===== src/rtl/wsmm_pkg.sv =====
// Shared helpers for the weight-stationary matrix multiplier.
// Assumes: unsigned operands; width helpers are evaluated at elaboration.
package wsmm_pkg;

    // Partial-sum width that holds a sum of n_dim products of data_w-bit operands without wrapping.
    function automatic int acc_width(input int data_w, input int n_dim);
        return 2 * data_w + $clog2(n_dim);
    endfunction

    // Length of the valid delay line: the right-most column lags the input by 2N-1 edges.
    function automatic int valid_depth(input int n_dim);
        return 2 * n_dim - 1;
    endfunction

endpackage


===== src/rtl/wsmm_cell.sv =====
// One multiply-accumulate cell of the grid.
// Holds a weight that changes only while load_en is high (taken from the cell above).
// Every edge: registers the incoming activation for the right neighbour and
// registers (partial sum from above + activation * weight) for the cell below.
// Assumes: unsigned operands; AW is wide enough for the column sum.
module wsmm_cell #(
    parameter int DW = 8,
    parameter int AW = 18
) (
    input  logic          clk,
    input  logic          rst_n,
    input  logic          load_en,
    input  logic [DW-1:0] w_in,
    output logic [DW-1:0] w_out,
    input  logic [DW-1:0] a_in,
    output logic [DW-1:0] a_out,
    input  logic [AW-1:0] p_in,
    output logic [AW-1:0] p_out
);

    logic [DW-1:0] w_q;
    logic [DW-1:0] a_q;
    logic [AW-1:0] p_q;
    logic [AW-1:0] prod;

    // Product of the current activation and the stored weight, widened to the sum width.
    always_comb begin
        prod = AW'(a_in) * AW'(w_q);
    end

    // Weight register: shifts in from above during load, otherwise holds.
    always_ff @(posedge clk) begin
        if (!rst_n) begin
            w_q <= '0;
        end else if (load_en) begin
            w_q <= w_in;
        end
    end

    // Activation forward and partial-sum accumulate, one step per edge.
    always_ff @(posedge clk) begin
        if (!rst_n) begin
            a_q <= '0;
            p_q <= '0;
        end else begin
            a_q <= a_in;
            p_q <= p_in + prod;
        end
    end

    assign w_out = w_q;
    assign a_out = a_q;
    assign p_out = p_q;

    // outside the load phase the stored weight does not move.
    p_weight_hold_r2: assert property (@(posedge clk) disable iff (!rst_n)
        !load_en |=> (w_q == $past(w_q)));

    // output partial sum is the previous input sum plus the previous product.
    p_mac_step_r4: assert property (@(posedge clk) disable iff (!rst_n)
        1'b1 |=> (p_out == $past(p_in) + AW'($past(a_in)) * AW'($past(w_q))));

endmodule


===== src/rtl/wsmm_vld_pipe.sv =====
// Valid tracker for the grid.
// A single shift line delays in_valid. Column j taps it after N+j stages,
// so its flag lines up with the result leaving the bottom of that column.
// Assumes: the caller skews activations one cycle per array row.
module wsmm_vld_pipe
    import wsmm_pkg::*;
#(
    parameter int N = 4
) (
    input  logic         clk,
    input  logic         rst_n,
    input  logic         in_valid,
    output logic [N-1:0] out_valid
);

    localparam int DEPTH = valid_depth(N);

    logic [DEPTH-1:0] sr;

    // Shift line: stage 0 samples the input, each later stage copies the one before.
    always_ff @(posedge clk) begin
        if (!rst_n) begin
            sr <= '0;
        end else begin
            sr[0] <= in_valid;
            for (int s = 1; s < DEPTH; s++) begin
                sr[s] <= sr[s-1];
            end
        end
    end

    for (genvar gj = 0; gj < N; gj++) begin : g_tap
        // Column tap: N-1+j is the stage index of an N+j-stage delay.
        assign out_valid[gj] = sr[N-1+gj];

        if (gj > 0) begin : g_step
            // each column's valid lags its left neighbour by exactly one cycle.
            p_valid_step_r6: assert property (@(posedge clk) disable iff (!rst_n)
                1'b1 |=> (out_valid[gj] == $past(out_valid[gj-1])));
        end
    end

endmodule


===== src/rtl/wsmm_array.sv =====
// N x N weight-stationary systolic grid computing C = X * W.
// Weights shift down one row per load_en cycle. Activations enter each array row
// from the left (pre-skewed by the caller) and move right. Partial sums start at
// zero on the top edge and move down. Results leave the bottom edge with a
// per-column valid.
// Assumes: loading is finished before activations are streamed; unsigned data.
module wsmm_array
    import wsmm_pkg::*;
#(
    parameter int N  = 4,
    parameter int DW = 8
) (
    input  logic                                clk,
    input  logic                                rst_n,
    input  logic                                load_en,
    input  logic [N*DW-1:0]                     load_row,
    input  logic                                in_valid,
    input  logic [N*DW-1:0]                     act_in,
    output logic [N-1:0]                        res_valid,
    output logic [N*wsmm_pkg::acc_width(DW,N)-1:0] res_out
);

    localparam int AW = acc_width(DW, N);

    // Weight chain: wch[i][j] feeds cell (i,j); wch[N] holds the bottom-row weights.
    logic [DW-1:0] wch [0:N][0:N-1];
    // Activation chain: act[i][j] feeds cell (i,j); act[i][N] leaves the right edge.
    logic [DW-1:0] act [0:N-1][0:N];
    // Partial-sum chain: ps[i][j] enters cell (i,j) from above; ps[N] is the result row.
    logic [AW-1:0] ps  [0:N][0:N-1];

    for (genvar gj = 0; gj < N; gj++) begin : g_col_edge
        // Top edge: weights from the load row, partial sums forced to zero.
        assign wch[0][gj] = load_row[gj*DW +: DW];
        assign ps[0][gj]  = '0;
        // Bottom edge: finished column sums.
        assign res_out[gj*AW +: AW] = ps[N][gj];
    end

    for (genvar gi = 0; gi < N; gi++) begin : g_row_edge
        // Left edge: per-row activation from the input bus.
        assign act[gi][0] = act_in[gi*DW +: DW];
    end

    for (genvar gi = 0; gi < N; gi++) begin : g_row
        for (genvar gj = 0; gj < N; gj++) begin : g_col
            wsmm_cell #(
                .DW(DW),
                .AW(AW)
            ) u_cell (
                .clk    (clk),
                .rst_n  (rst_n),
                .load_en(load_en),
                .w_in   (wch[gi][gj]),
                .w_out  (wch[gi+1][gj]),
                .a_in   (act[gi][gj]),
                .a_out  (act[gi][gj+1]),
                .p_in   (ps[gi][gj]),
                .p_out  (ps[gi+1][gj])
            );

            // during load every weight moves down exactly one row per edge.
            p_load_shift_r2: assert property (@(posedge clk) disable iff (!rst_n)
                load_en |=> (wch[gi+1][gj] == $past(wch[gi][gj])));

            // activations advance exactly one column per edge, unchanged.
            p_act_fwd_r3: assert property (@(posedge clk) disable iff (!rst_n)
                1'b1 |=> (act[gi][gj+1] == $past(act[gi][gj])));
        end
    end

    wsmm_vld_pipe #(
        .N(N)
    ) u_vld (
        .clk      (clk),
        .rst_n    (rst_n),
        .in_valid (in_valid),
        .out_valid(res_valid)
    );

    // a reset edge leaves no valid result and zero data on the bottom edge.
    p_reset_clear_r1: assert property (@(posedge clk)
        !rst_n |=> ((res_valid == '0) && (res_out == '0)));

endmodule


===== config.mk =====
export PLATFORM = sky130hd
export DESIGN_NAME = wsmm_array
export DESIGN_NICKNAME = d
export VERILOG_FILES = /design/src/rtl/wsmm_pkg.sv /design/src/rtl/wsmm_cell.sv /design/src/rtl/wsmm_vld_pipe.sv /design/src/rtl/wsmm_array.sv
export SDC_FILE = /design/constraint.sdc
export NUM_CORES = 2
export LEC_CHECK = 0
export ABC_CLOCK_PERIOD_IN_PS = 7210
export BUFFER_PORTS_ARGS = -buffer_cell sky130_fd_sc_hd__buf_2
export CAP_MARGIN = 25
export CORE_ASPECT_RATIO = 1.2
export CORE_MARGIN = 4
export CORE_UTILIZATION = 25
export CTS_CLUSTER_DIAMETER = 80
export DETAILED_ROUTE_END_ITERATION = 7
export PLACE_DENSITY_LB_ADDON = 0.12
export SETUP_SLACK_MARGIN = 0.02
export SLEW_MARGIN = 0
export SYNTH_ARGS = -nofsm -noshare
export SYNTH_HDL_FRONTEND = slang
export SYNTH_SLANG_ARGS = --single-unit

===== constraint.sdc =====
create_clock -name clk -period 7.21 [get_ports clk]
set_input_delay 1.442 -clock clk [delete_from_list [all_inputs] [get_ports clk]]
set_output_delay 1.442 -clock clk [all_outputs]
set_load 0.02 [all_outputs]

==> insert_results.sql <==
INSERT INTO impl_metrics (metric_group, metric, value, unit) VALUES
('status', 'run_status', 'completed', ''),
('power', 'ir_worst_vdd', '0.157', 'mV'),
('synthesis', 'synth_largest_type_area_fraction', '27.6', '%'),
('synthesis', 'postSynth.topFlopCell', 'dfxtp_1', ''),
('route', 'route.detailed.drc', '0', ''),
('sta', 'achievable-frequency', '0.200', 'GHz'),
('floorplan', 'die_height', '518', 'um'),
('critical_path', 'rr_startpoint', 'g_row[0].g_col[1].u_cell.w_out[5]', ''),
('cts', 'cts-resized-gates', '0', ''),
('cts', 'clk_pin_slew_worst_paths', '0.05', 'ns'),
('sta', 'slew-limit-headroom', '33.7', '%'),
('synthesis', 'synth_sequential_area_ratio', '18.9', '%'),
('floorplan', 'initial_core_utilization', '25.2', '%'),
('route', 'drt_first_pass_iters', '5', ''),
('floorplan', 'core-area', '215000', 'um^2'),
('power', 'static-leakage-power', '31.0', 'nW'),
('global_route', 'groute.usage.overall', '11.8', '%'),
('final_layout', 'seq_area', '10200', 'um^2'),
('final_layout', 'fillerInstances', '23100', ''),
('floorplan', 'die_w', '433', 'um'),
('hold_path', 'hold_class', 'flop to flop', ''),
('route', 'routedWlPerCell', '14.2', 'um'),
('synthesis', 'syn_area', '54200', 'um^2'),
('synthesis', 'synth_area_leaders', 'fa_1 (28%), dfxtp_1 (19%), ha_1 (14%)', ''),
('critical_path', 'worstReg2RegEnd', 'g_row[0].g_col[1].u_cell.p_out[14]', ''),
('sta', 'worst_slew_pin_slew', '0.994', 'ns'),
('synthesis', 'ys_async_sr_fraction', '0', '%'),
('global_route', 'wire_length_of_the_first_global_routing_pass', '217000', 'um'),
('route', 'drt_iter0_drc', '1079', ''),
('synthesis', 'number_of_nets_in_the_synthesized_netlist', '7496', ''),
('cts', 'htree_levels', '3', ''),
('route', 'via_count_of_the_routed_design', '36600', ''),
('hold_path', 'holdCritStartpoint', 'u_vld.sr[0]', ''),
('sta', 'timing.final.crit_period', '5.00', 'ns'),
('sta', 'count_of_endpoints_failing_setup_in_the_final_report', '0', ''),
('synthesis', 'synth_top_area_cell', 'fa_1', ''),
('cts', 'clkSinkCount', '511', ''),
('place', 'place_congestion', '0.750', ''),
('critical_path', 'path_max_fanout', '9', ''),
('synthesis', 'synth_edf_count', '0', ''),
('floorplan', 'row_count', '186', ''),
('route', 'route.final.wire_length', '128000', 'um'),
('cts', 'cts_made_buffers', '78', ''),
('sta', 'report.final.hold_viol_count', '0', ''),
('sta', 'worst_slack', '2.21', 'ns'),
('cts', 'cts-hold-fix-buffers', '0', ''),
('run', 'maxCapViolCount', '0', ''),
('global_route', 'grt_pass1_vias', '39900', ''),
('critical_path', 'critical_path.startpoint', 'act_in[31]', ''),
('sta', 'final-max-slew-violation-count', '0', ''),
('global_route', 'globalRouteOverflowTotal', '0', ''),
('synthesis', 'ys_ff_latch', '511', ''),
('critical_path', 'worst_ep_arrival_time', '5.50', 'ns'),
('critical_path', 'ff2ff_path_depth', '15', ''),
('place', 'numPortBuffers', '143', ''),
('power', 'p_per_area', '136', 'nW/um^2'),
('hold_path', 'worstHoldPathCells', '1', ''),
('global_route', 'antenna_found_initial', '18', ''),
('hold_path', 'timing.hold.worst_endpoint', 'u_vld.sr[1]', ''),
('floorplan', 'num_io_pins', '144', ''),
('final_layout', 'drive_above_1_share', '5.00', '%'),
('sta', 'post-route-period-util', '69.3', '%'),
('critical_path', 'ff2ff_setup_slack', '2.47', 'ns'),
('synthesis', 'yosys_warnings', '0', ''),
('synthesis', 'netlist_instances', '6060', ''),
('cts', 'postCtsSetupRepairBufs', '0', ''),
('critical_path', 'crit_type', 'primary input to flop', ''),
('final_layout', 'syn2layout_area_growth', '11.8', '%'),
('route', 'viasPerCell', '4.07', ''),
('sta', 'worst_clock_skew', '0.0212', 'ns'),
('place', 'place_hpwl', '105000', 'um');
-- registers in the layout (all words and copies together), names as in the netlist --
register                  flops
g_row.g_col.u_cell.w_out    128
g_row.g_col.u_cell.a_out     96
g_row.g_col.u_cell.p_out    280
u_vld.sr                      7
-- synthesized netlist by cell type (7+ instances only) --
master,number
a21boi_0,8
nor2_1,338
and2_1,795
o31ai_1,11
a31oi_1,16
xnor2_1,75
or3_1,12
a211oi_1,55
nand4_1,18
nand3_1,22
o211ai_1,12
nor2b_1,32
nor4_1,7
o31a_1,15
nor3b_1,8
buf_2,7
clkbuf_1,167
and3_1,19
o21bai_1,15
dfxtp_1,511
or2_2,13
inv_1,1358
xor2_1,50
a21o_1,50
o21ai_0,125
o21a_1,43
nor3_1,53
nand2b_1,41
mux2i_1,146
buf_1,10
a21oi_1,123
fa_1,748
ha_1,620
nand2_1,474
-- cell families (layout without fill, tap and decap cells) --
group | count (synthesis) | count (layout) | synth area share, %
compound gates | 520 | 520 | 6.21
xor+xnor | 125 | 125 | 2.02
fa+ha+maj | 1368 | 1368 | 42.0
buf+inv | 1547 | 1651 | 10.8
flops | 511 | 511 | 18.9
mux | 148 | 148 | 2.74
other cells | 0 | 3 | 0
simple gates | 1841 | 1841 | 17.4
-- cell usage in the layout, fill, tap and decap left out, types with 8 or more instances in the layout --
| cell | synthesis | final |
|---|---|---|
| o21a_1 | 43 | 43 |
| clkbuf_16 | 0 | 82 |
| o21bai_1 | 15 | 15 |
| a31oi_1 | 16 | 16 |
| o21ai_0 | 125 | 125 |
| clkbuf_8 | 0 | 9 |
| nor3_1 | 53 | 53 |
| nor3b_1 | 8 | 8 |
| or2_2 | 13 | 13 |
| ha_1 | 620 | 620 |
| nor2_1 | 338 | 338 |
| and3_1 | 19 | 19 |
| clkinvlp_4 | 0 | 8 |
| xor2_1 | 50 | 50 |
| clkbuf_1 | 167 | 11 |
| a21oi_1 | 123 | 123 |
| xnor2_1 | 75 | 75 |
| o31a_1 | 15 | 15 |
| o31ai_1 | 11 | 11 |
| bufinv_16 | 0 | 9 |
| dfxtp_1 | 511 | 511 |
| fa_1 | 748 | 748 |
| nand2b_1 | 41 | 41 |
| nand2_1 | 474 | 474 |
| mux2i_1 | 146 | 146 |
| nand3_1 | 22 | 22 |
| nand4_1 | 18 | 18 |
| a21o_1 | 50 | 50 |
| or3_1 | 12 | 12 |
| and2_1 | 795 | 795 |
| a211oi_1 | 55 | 55 |
| inv_1 | 1358 | 1358 |
| nor2b_1 | 32 | 32 |
| buf_2 | 7 | 141 |
| a21boi_0 | 8 | 8 |
| o211ai_1 | 12 | 12 |
-- where the power goes --
part           total [mW]  leakage [nW]  internal, mW  switching, mW
sequential           3.11          4.16          2.95          0.161
clock                3.99          1.32          2.50           1.49
combinational        1.15          25.5         0.474          0.675
-- critical path, stage by stage --
cell and delay (ns):
buf_2 0.18, nand2_1 0.10, fa_1 0.52, inv_1 0.05, fa_1 0.51, fa_1 0.57, fa_1 0.42, ha_1 0.36
a21oi_1 0.26, a311oi_1 0.20, o41ai_1 0.64, xor2_1 0.20, nor2_1 0.05
-- area by class of cell --
| class | instances | share of cell area (%) |
|---|---|---|
| Multi-Input combinational cell | 4002 | 62.9 |
| Inverter | 1359 | 8.44 |
| Sequential cell | 511 | 16.9 |
| Timing Repair Buffer | 150 | 1.36 |
| Tap cell | 2820 | 5.83 |
| Clock buffer | 101 | 3.64 |
| Clock inverter | 41 | 0.883 |
| Antenna cell | 3 | 0.0124 |
-- metrics by stage --
stage | instance area (um^2) | power, mW | hold slack [ns] | utilization, % | cells
4_1_cts | 60500 | 8.51 | 0.445 | 28.2 | 8984
3_3_place_gp | 57800 | 4.36 | 0.434 | 26.9 | 8842
3_5_place_dp | 57800 | 4.36 | 0.434 | 26.9 | 8842
5_1_grt | 60500 | 8.82 | 0.456 | 28.2 | 8985
2_1_floorplan | 54200 | 3.97 | 0.412 | - | 6060
6_report | 60500 | 8.25 | 0.438 | 28.2 | 8987
-- per-layer routing --
metal,wire length [um],part of all wire (%),vias to the layer above,track usage (%)
li1,-,-,18500,-
met1,65600,51,17600,16.8
met2,55600,44,304,18.7
met3,4250,3.3,137,1.99
met4,1990,1.6,28,2.29
met5,163,0.13,-,0
-- how the worst max path moves through the flow --
stage / endpoint / depth (start not counted)
finish: g_row[3].g_col[0].u_cell.p_out[14] / 13
global placement: g_row[1].g_col[0].u_cell.p_out[14] / 16
floorplan: g_row[1].g_col[0].u_cell.p_out[17] / 16
detailed placement: g_row[3].g_col[0].u_cell.p_out[14] / 13
global route: g_row[1].g_col[0].u_cell.p_out[14] / 16
CTS: g_row[3].g_col[0].u_cell.p_out[14] / 13
No activity file was read; power rests on OpenSTA's default activity.
